File: src/rtl/ptg_pkg.sv
package ptg_pkg;

  typedef enum logic [1:0] {
    ST_IDLE = 2'd0,
    ST_HIGH = 2'd1,
    ST_LOW  = 2'd2
  } ptg_state_e;

  // Strobes from control to datapath
  typedef struct packed {
    logic run;        // a phase is being timed
    logic loadFirst;  // capture count, prescale and word 0
    logic loadNext;   // advance to next pulse, capture its word
    logic toLow;      // switch current pulse to its low phase
    logic clear;      // return datapath to idle values
  } ptg_strobe_t;

endpackage

File: src/rtl/ptg_dpath.sv
module ptg_dpath
  import ptg_pkg::*;
#(
  parameter int NUM_PULSES = 32,
  parameter int DUR_W      = 12,
  parameter int PRESC_W    = 8,
  localparam int WORD_W    = 2 * DUR_W,
  localparam int IDX_W     = $clog2(NUM_PULSES),
  localparam int CNT_W     = $clog2(NUM_PULSES + 1)
) (
  input  logic                         clk,
  input  logic                         rst,
  input  ptg_strobe_t                  strb,
  input  logic [CNT_W-1:0]             pulseCount,
  input  logic [PRESC_W-1:0]           prescale,
  input  logic [NUM_PULSES*WORD_W-1:0] cfgWords,
  output logic [IDX_W-1:0]             idx,
  output logic                         countZero,
  output logic                         phaseEnd,
  output logic                         lastPulse
);

  logic [DUR_W-1:0]   tonArr  [NUM_PULSES];
  logic [DUR_W-1:0]   toffArr [NUM_PULSES];

  for (genvar g = 0; g < NUM_PULSES; g++) begin : gSplit
    assign tonArr[g]  = cfgWords[g*WORD_W +: DUR_W];
    assign toffArr[g] = cfgWords[g*WORD_W + DUR_W +: DUR_W];
  end

  logic [DUR_W-1:0]   tonLat, toffLat, curLen, lenM1, durCnt;
  logic [PRESC_W-1:0] prescLat, preCnt;
  logic [CNT_W-1:0]   cntLat, cntClamp;
  logic [IDX_W-1:0]   nextIdx;
  logic               phaseHigh, tick;

  assign cntClamp  = (pulseCount > CNT_W'(NUM_PULSES)) ? CNT_W'(NUM_PULSES) : pulseCount;
  assign countZero = (pulseCount == '0);
  assign nextIdx   = strb.loadFirst ? '0 : idx + IDX_W'(1);
  assign tick      = (preCnt == prescLat);
  assign curLen    = phaseHigh ? tonLat : toffLat;
  assign lenM1     = (curLen == '0) ? '0 : curLen - DUR_W'(1);
  assign phaseEnd  = tick && (durCnt == lenM1);
  assign lastPulse = ((CNT_W'(idx) + CNT_W'(1)) == cntLat);

  always_ff @(posedge clk) begin
    if (rst) begin
      idx       <= '0;
      tonLat    <= '0;
      toffLat   <= '0;
      cntLat    <= '0;
      prescLat  <= '0;
      phaseHigh <= 1'b0;
      preCnt    <= '0;
      durCnt    <= '0;
    end else if (strb.clear) begin
      idx       <= '0;
      phaseHigh <= 1'b0;
      preCnt    <= '0;
      durCnt    <= '0;
    end else begin
      if (strb.loadFirst) begin
        cntLat   <= cntClamp;
        prescLat <= prescale;
      end
      if (strb.loadFirst || strb.loadNext) begin
        idx       <= nextIdx;
        tonLat    <= tonArr[nextIdx];
        toffLat   <= toffArr[nextIdx];
        phaseHigh <= 1'b1;
        preCnt    <= '0;
        durCnt    <= '0;
      end else if (strb.toLow) begin
        phaseHigh <= 1'b0;
        preCnt    <= '0;
        durCnt    <= '0;
      end else if (strb.run) begin
        if (tick) begin
          preCnt <= '0;
          durCnt <= durCnt + DUR_W'(1);
        end else begin
          preCnt <= preCnt + PRESC_W'(1);
        end
      end
    end
  end


  dur_bound_chk: assert property (@(posedge clk) disable iff (rst)
    strb.run |-> (durCnt <= lenM1));


  presc_bound_chk: assert property (@(posedge clk) disable iff (rst)
    strb.run |-> (preCnt <= prescLat));


  count_clamp_chk: assert property (@(posedge clk) disable iff (rst)
    strb.run |-> (cntLat <= CNT_W'(NUM_PULSES) && cntLat != '0));


  idx_range_chk: assert property (@(posedge clk) disable iff (rst)
    strb.run |-> (CNT_W'(idx) < cntLat));

endmodule

File: src/rtl/ptg_ctrl.sv
module ptg_ctrl
  import ptg_pkg::*;
(
  input  logic        clk,
  input  logic        rst,
  input  logic        start,
  input  logic        abort,
  input  logic        countZero,
  input  logic        phaseEnd,
  input  logic        lastPulse,
  output ptg_strobe_t strb,
  output logic        pulseOut,
  output logic        busy,
  output logic        done
);

  ptg_state_e state;

  always_comb begin
    strb           = '0;
    strb.run       = (state != ST_IDLE);
    strb.loadFirst = (state == ST_IDLE) && start && !countZero && !abort && !rst;
    strb.toLow     = (state == ST_HIGH) && phaseEnd && !abort;
    strb.loadNext  = (state == ST_LOW) && phaseEnd && !lastPulse && !abort;
    strb.clear     = rst || abort || ((state == ST_LOW) && phaseEnd && lastPulse);
  end

  always_ff @(posedge clk) begin
    if (rst || abort) begin
      state <= ST_IDLE;
      done  <= 1'b0;
    end else begin
      done <= 1'b0;
      unique case (state)
        ST_IDLE: begin
          if (start) begin
            if (countZero) done  <= 1'b1;
            else           state <= ST_HIGH;
          end
        end
        ST_HIGH: begin
          if (phaseEnd) state <= ST_LOW;
        end
        ST_LOW: begin
          if (phaseEnd) begin
            if (lastPulse) begin
              state <= ST_IDLE;
              done  <= 1'b1;
            end else begin
              state <= ST_HIGH;
            end
          end
        end
        default: state <= ST_IDLE;
      endcase
    end
  end

  assign pulseOut = (state == ST_HIGH);
  assign busy     = (state != ST_IDLE);


  done_idle_chk: assert property (@(posedge clk) disable iff (rst)
    done |-> (state == ST_IDLE));


  phase_order_chk: assert property (@(posedge clk) disable iff (rst)
    (state == ST_LOW) |-> ($past(state) == ST_HIGH || $past(state) == ST_LOW));

endmodule

File: src/rtl/pulse_train_gen.sv
module pulse_train_gen
  import ptg_pkg::*;
#(
  parameter int NUM_PULSES = 32,
  parameter int DUR_W      = 12,
  parameter int PRESC_W    = 8,
  localparam int WORD_W    = 2 * DUR_W,
  localparam int IDX_W     = $clog2(NUM_PULSES),
  localparam int CNT_W     = $clog2(NUM_PULSES + 1)
) (
  input  logic                         clk,
  input  logic                         rst,
  input  logic                         start,
  input  logic                         abort,
  input  logic [CNT_W-1:0]             pulseCount,
  input  logic [PRESC_W-1:0]           prescale,
  input  logic [NUM_PULSES*WORD_W-1:0] cfgWords,
  output logic                         pulseOut,
  output logic [IDX_W-1:0]             pulseIdx,
  output logic                         busy,
  output logic                         done
);

  ptg_strobe_t strb;
  logic        countZero, phaseEnd, lastPulse;

  ptg_ctrl uCtrl (
    .clk       (clk),
    .rst       (rst),
    .start     (start),
    .abort     (abort),
    .countZero (countZero),
    .phaseEnd  (phaseEnd),
    .lastPulse (lastPulse),
    .strb      (strb),
    .pulseOut  (pulseOut),
    .busy      (busy),
    .done      (done)
  );

  ptg_dpath #(
    .NUM_PULSES (NUM_PULSES),
    .DUR_W      (DUR_W),
    .PRESC_W    (PRESC_W)
  ) uDpath (
    .clk        (clk),
    .rst        (rst),
    .strb       (strb),
    .pulseCount (pulseCount),
    .prescale   (prescale),
    .cfgWords   (cfgWords),
    .idx        (pulseIdx),
    .countZero  (countZero),
    .phaseEnd   (phaseEnd),
    .lastPulse  (lastPulse)
  );


  abort_clear_chk: assert property (@(posedge clk) disable iff (rst)
    abort |=> (!pulseOut && pulseIdx == '0 && !busy && !done));


  zero_count_chk: assert property (@(posedge clk) disable iff (rst)
    (!busy && start && !abort && pulseCount == '0) |=> (done && !busy));

endmodule

File: config.mk
export PLATFORM = sky130hd
export DESIGN_NAME = pulse_train_gen
export DESIGN_NICKNAME = d
export VERILOG_FILES = /design/src/rtl/ptg_pkg.sv /design/src/rtl/ptg_dpath.sv /design/src/rtl/ptg_ctrl.sv /design/src/rtl/pulse_train_gen.sv
export SDC_FILE = /design/constraint.sdc
export NUM_CORES = 1
export LEC_CHECK = 0
export BUFFER_PORTS_ARGS = -buffer_cell sky130_fd_sc_hd__buf_2
export CAP_MARGIN = 40
export CORE_AREA = 2 2 310 312
export DETAILED_ROUTE_END_ITERATION = 8
export DIE_AREA = 0 0 312 314
export GPL_TIMING_DRIVEN = 0
export PLACE_DENSITY = 0.35
export SLEW_MARGIN = 5
export SYNTH_ARGS = -nofsm -noshare
export SYNTH_HDL_FRONTEND = slang
export SYNTH_SLANG_ARGS = --single-unit
File: constraint.sdc
create_clock -name clk -period 4.5 [get_ports clk]
set_input_delay 0.9 -clock clk [delete_from_list [all_inputs] [get_ports clk]]
set_output_delay 0.9 -clock clk [all_outputs]
set_load 0.005 [all_outputs]
# Yosys cells after proc, flatten, opt, wreduce, memory -nomap -nowiden
# Cells that the tools add are included.
[totals]
ff_bits = 67
out_inout_bits = 8
[classes]
add_sub_neg = 5
n_lt_le_gt_ge = 2
eq_ne = 9
n_mux = 24
bitwise_logic = 2
n_reduce_logical = 29
[op_table]
columns = ["operator", "n"]
rows = [
  ["binary-select mux 12 bit (select 5 bit)", 2],
  ["2-to-1 mux 12 bit", 6],
  ["adder 12 x 1 -> 12 bit (second input constant)", 1],
  ["equality test 12 bit", 1],
  ["zero test 12 bit", 1],
  ["subtractor 12 x 1 -> 12 bit (second input constant)", 1],
  ["logical AND 1 bit", 11],
  ["adder 8 x 1 -> 8 bit (second input constant)", 1],
  ["equality test 8 bit", 1],
  ["2-to-1 mux 2 bit", 4],
  ["2-to-1 mux 8 bit", 1],
  ["2-to-1 mux 1 bit", 7],
  ["adder 5 x 1 -> 6 bit (second input constant)", 1],
  ["equality test 6 bit", 1],
  ["greater-or-equal comparator 6 bit (second input constant)", 1],
  ["> comparator 6 bit (second input constant)", 1],
  ["zero test 6 bit", 1],
  ["2-to-1 mux 6 bit", 1],
  ["NOT 5 -> 6 bit", 1],
  ["one-hot mux 2 bit (3 select lines)", 1],
  ["AND reduction 2 bit", 3],
  ["adder 5 x 1 -> 5 bit (second input constant)", 1],
  ["2-to-1 mux 5 bit", 1],
  ["zero test 1 bit", 4],
  ["12 further kinds", 17],
]

# Logic depth before layout (Yosys ltp)
[depth]
depth_word = 10
mapped_depth = 16

# Cells and area by module
# Synthesis repeated with hierarchy kept, for this count alone.
[hier_totals]
cells_unflattened = 1633
hier_area_um2 = 11139.4
[modules_own_cells]
columns = ["mod", "n_inst", "cells_each", "area_per_inst_um2", "seq_area_each_um2"]
rows = [
  ["ptg_dpath", 1, 1611, 10928.0, 1281.2],
  ["ptg_ctrl", 1, 22, 211.5, 60.1],
]

# Least setup slack after synthesis
# Ideal clock, no wire load.
[synth_timing]
path_kind = "register to register"
startpoint = "reg uDpath.phaseHigh"
endpoint = "reg uDpath.phaseHigh"
setup_time_ns = 0.127
arrival_time_ns = 3.822
required_time_ns = 4.373
path_slack_ns = 0.551
path_stages_with_launch = 15
n_path_buf = 4
cell_sequence = "dfxtp_1 buf_6 buf_6 buf_4 buf_2 mux2i_1 ha_1 nor4b_1 a22oi_2 or3_1 a211o_1 a211oi_2 o2111ai_1 o2111a_1 or3_1"
[synth_between]
elab_chain_len = 10
elab_cells_between_ends = 17
[synth_lines]
columns = ["item", "line", "source"]
rows = [
  ["from (decl)", "ptg_dpath.sv:35", "logic phaseHigh, tick;"],
  ["from (signal assigned)", "ptg_dpath.sv:53", "phaseHigh <= 1'b0;"],
  ["from (signal assigned)", "ptg_dpath.sv:58", "phaseHigh <= 1'b0;"],
  ["from (signal assigned)", "ptg_dpath.sv:70", "phaseHigh <= 1'b1;"],
  ["2-to-1 mux 12 bit (*)", "ptg_dpath.sv:41", "assign curLen = phaseHigh ? tonLat : toffLat;"],
  ["subtractor 12 x 1 -> 12 bit or zero test 12 bit (tied branches)", "ptg_dpath.sv:42", "assign lenM1 = (curLen == '0) ? '0 : curLen - DUR_W'(1);"],
  ["2-to-1 mux 12 bit (*)", "ptg_dpath.sv:42", ""],
  ["equality test 12 bit (*)", "ptg_dpath.sv:43", "assign phaseEnd = tick && (durCnt == lenM1);"],
  ["logical AND 1 bit (*)", "ptg_dpath.sv:43", ""],
  ["logical AND 1 bit", "ptg_ctrl.sv:24, ptg_ctrl.sv:25", ""],
  ["logical AND 1 bit (2 in a row)", "ptg_ctrl.sv:24", "strb.loadNext = (state == ST_LOW) && phaseEnd && !lastPulse && !abort;"],
  ["logical OR 1 bit", "ptg_dpath.sv:66", "if (strb.loadFirst || strb.loadNext) begin"],
  ["2-to-1 mux 1 bit or nonzero test 2 bit (tied branches)", "n/a", ""],
]
# Mark *: on every way between the ends. The rest lies on a longest branch, timed or not.
# A chain may end at the register's enable or synchronous reset.

# Worst setup path in the final report
[layout_timing]
startpoint = "reg uDpath.idx[1]"
endpoint = "reg uDpath.toffLat[11]"
[layout_between]
elab_chain_len = 7
elab_cells_between_ends = 16
[layout_lines]
columns = ["item", "line", "source"]
rows = [
  ["from (decl)", "ptg_dpath.sv:17", "output logic [IDX_W-1:0] idx,"],
  ["from (signal assigned)", "ptg_dpath.sv:67", "idx <= nextIdx;"],
  ["branches (longest 7 deep; another with adder 5 x 1 -> 5 bit)", "n/a", ""],
  ["to (signal assigned)", "ptg_dpath.sv:69", "toffLat <= toffArr[nextIdx];"],
  ["to (decl)", "ptg_dpath.sv:31", "logic [DUR_W-1:0] tonLat, toffLat, curLen, lenM1, durCnt;"],
]
# Several ways; the timed one is not identified. The select of a mux whose other input is x is not followed.

==> results.ini <==
[run_status]
status=finished clean

[flow_run]
maxCapViolations=0

[synth]
synth-xor-area-share_pct=3.43
yosysSeqAreaShare_pct=12.5
ys_top_cells_by_area=mux4_2 (15%), dfxtp_1 (12%), nand2_1 (10%), mux2i_1 (5.9%), a31oi_1 (5.7%)
yosys.cell_types.count=82
synthTopCellsByCount=nand2_1 (293), a31oi_1 (98), clkbuf_1 (95), nand3_1 (87), a211oi_1 (76)
synthFlopType=dfxtp_1
ys_ff_latch=67
synth_top_area_share_pct=15.3
synth-edff-count=0
synth_warnings=0
synthCells=1431
synth.most_common_cell=nand2_1
synth_top_family_by_area=simple AND/OR/NAND/NOR gates
synth_adder_area_share_pct=0.465
synth_area_per_cell_sq_um=7.52
yosys.area_share.simple_pct=28.2
synthArstFlopShare_pct=0
synthMuxAreaShare_pct=23.9
synth_area_sq_um=10800
synth-compound-area-share_pct=25.3
synth.net_count=2221
yosysTopAreaCell=mux4_2

[sta]
fmax_mhz=223
min_period_ps=4480
hold_violations=0
finalSetupViolCount=0
relSlewSlack_pct=34.9
rsz0062_at_grt=false
fin_tns_setup_ps=0
drv_slew=0
worst_pin_slew_ps=973
period_share_pct=99.6
skew_ps=11.8

[critical_path]
crit_fanout=10
end_kind=flop
worstPathCellList=ha_1 > nand3_1 > xor2_1 > nand2b_1 > buf_2 > clkbuf_1 > o211ai_1 > a31oi_1 > or4b_2 > mux2i_1
crit_type=flop to flop
cp.buffers_inverters=2
slowest_stage=xor2_1
slowest_delay_ps=770
required_ps=4780
critPathLaunchType=flop
path_delay_family=simple AND/OR/NAND/NOR gates
cp_data_arrival_time_ps=4770

[global_route]
grtUsageTotal_pct=22.0
grt_pass1_wl_mm=145
grt_max_degree=20
antenna_found_initial=105
grt-ovfl-total=0
grt_pass1_vias=16111

[cells_and_area]
seqCellArea_sq_um=1340
area_delta_synth_final_pct=61.2
utilization_pct=18.4
multiInputGateArea_sq_um=8860
fillers=11165
drive_gt1_share_pct=45.9
layout.nets=3060

[power_and_ir_drop]
clkPwrFrac_pct=30.8
ir_worst_vdd_mv=0.184
p_comb_share_pct=44.1
cellPowerDensity_nw_per_um2=143
pwr-share-seq_pct=25.1
swShare_pct=37.0
power_leakage_nw=7.17
p_switching_mw=0.921
p_int_mw=1.57

[die]
die_h_um=314
rows=113
start_util_pct=11.4
ioPinCount=794
core_sq_um=94400
die_w_um=312
die_area_sq_um=98000

[clock_tree]
cts_tree=built
cts_made_buffers=9
cts_max_level=3
ctsRootBufferMaster=clkbuf_16
cts.clk_slew.worst_paths_ps=70
cts_buffer_depth=2
cts.sinks=67
clk_latency_ps=360

[routing]
drt-total-wl_mm=113
drc=0
via_count=15927
ant_nets=0
wl_per_cell_um=31.3
first_iter_violations=1194
via_per_inst=4.43
drtPass1Iterations=5

[placement]
gp_congestion=0.976
hpwl_mm=101
io_buffer_count=793

[worst_hold_path]
hp-class=flop to flop

-- kinds of logic after synthesis --
| logic type | after synthesis |
|---|---|
| AOI/OAI and AO/OA | 395 |
| xor gates and xnor gates | 39 |
| adders and majority gates | 4 |
| buffers and inverters | 154 |
| DFF | 67 |
| muxes | 163 |
| and+or+nand+nor | 609 |
-- path summary, 6_finish.rpt --
kind	from	depth (start not counted)	slack [ps]	end
min reg2reg	uDpath.prescLat[7]	2	480	uDpath.prescLat[7]
min	uDpath.prescLat[7]	2	480	uDpath.prescLat[7]
max reg2reg	uDpath.idx[1]	10	20	uDpath.toffLat[11]
max	uDpath.idx[1]	10	20	uDpath.toffLat[11]
-- state kept, by name (all words and copies together) (netlist names) --
register,cells
uDpath.phaseHigh,1
uCtrl.state,2
uDpath.prescLat,8
uDpath.tonLat,12
uDpath.preCnt,8
uDpath.idx,5
uCtrl.done,1
uDpath.durCnt,12
uDpath.toffLat,12
uDpath.cntLat,6
-- power groups by stage --
stage / clock network (mW) / registers [mW] / logic (mW)
finish: 0.768 / 0.625 / 1.10
global route: 0.817 / 0.626 / 1.17
CTS: 0.786 / 0.624 / 1.10
detailed placement: 0 / 0.638 / 1.08
global placement: 0 / 0.638 / 1.08
floorplan: 0 / 0.630 / 0.460
-- final cells by class --
| type | instances | area share (%) |
|---|---|---|
| clock inverter | 7 | 0.469 |
| tap | 1265 | 9.12 |
| antenna | 54 | 0.778 |
| inverter | 9 | 0.195 |
| sequential | 67 | 7.73 |
| multi-input combinational | 1210 | 51.1 |
| timing repair buffer | 829 | 25.5 |
| buffer | 144 | 3.87 |
| clock buffer | 9 | 1.30 |
-- metrics by stage --
| stage | power, mW | setup slack, ps | cell area (sq um) | instances | hold slack, ps |
|---|---|---|---|---|---|
| 6_report | 2.49 | 16.8 | 17400 | 3594 | 476 |
| 5_1_grt | 2.62 | 1.04 | 17300 | 3572 | 494 |
| 4_1_cts | 2.51 | 7.85 | 17200 | 3540 | 472 |
| 3_5_place_dp | 1.72 | -821 | 16700 | 3523 | 462 |
| 3_3_place_gp | 1.71 | -1110 | 16300 | 3489 | 458 |
| 2_1_floorplan | 1.09 | 551 | 10800 | 1431 | 444 |
-- routing by layer --
metal / global-route usage [%] / part of all wire [%]
met1: 27.2 / 40
met3: 4.71 / 7.6
met5: 0 / 0.19
met4: 8.10 / 4.3
met2: 37.3 / 48
-- timing repair --
action                                 4_1_cts  5_1_grt
pin swaps                                    1        0
gates cloned                                 0        0
setup buffers                                2        0
endpoints found under the hold margin        0        0
gates resized for setup                     27       17
hold buffers                                 0        0
setup endpoints to repair                   52       51
-- placed cells by master, fill, tap and decap left out, drive strengths merged, types with 3 or more instances in the layout --
cell type / n
o22ai: 50
dfxtp: 67
nand2: 293
nor4: 9
ha: 4
or2: 6
nor3: 14
a21oi: 47
nand2b: 7
nor3b: 3
nand4: 5
a211oi: 78
mux2i: 63
mux4: 73
mux2: 27
and3: 7
and4: 3
clkbuf: 109
and2: 74
xor2: 18
nor2: 45
a221oi: 24
a21o: 3
buf: 872
xnor2: 19
nand3: 87
a211o: 3
nor4b: 6
or4b: 25
nor2b: 3
inv: 12
nand3b: 7
o221ai: 3
or3: 5
diode: 54
or4: 7
a31oi: 98
o2111a: 3
o21ai: 36
o211ai: 28
-- tightest hold or removal path, cell delays in order (launching register included) --
cell and delay (ps):
dfxtp_1 320, nand2_1 60, a21oi_1 50
No activity file was read; power rests on OpenSTA's default activity.
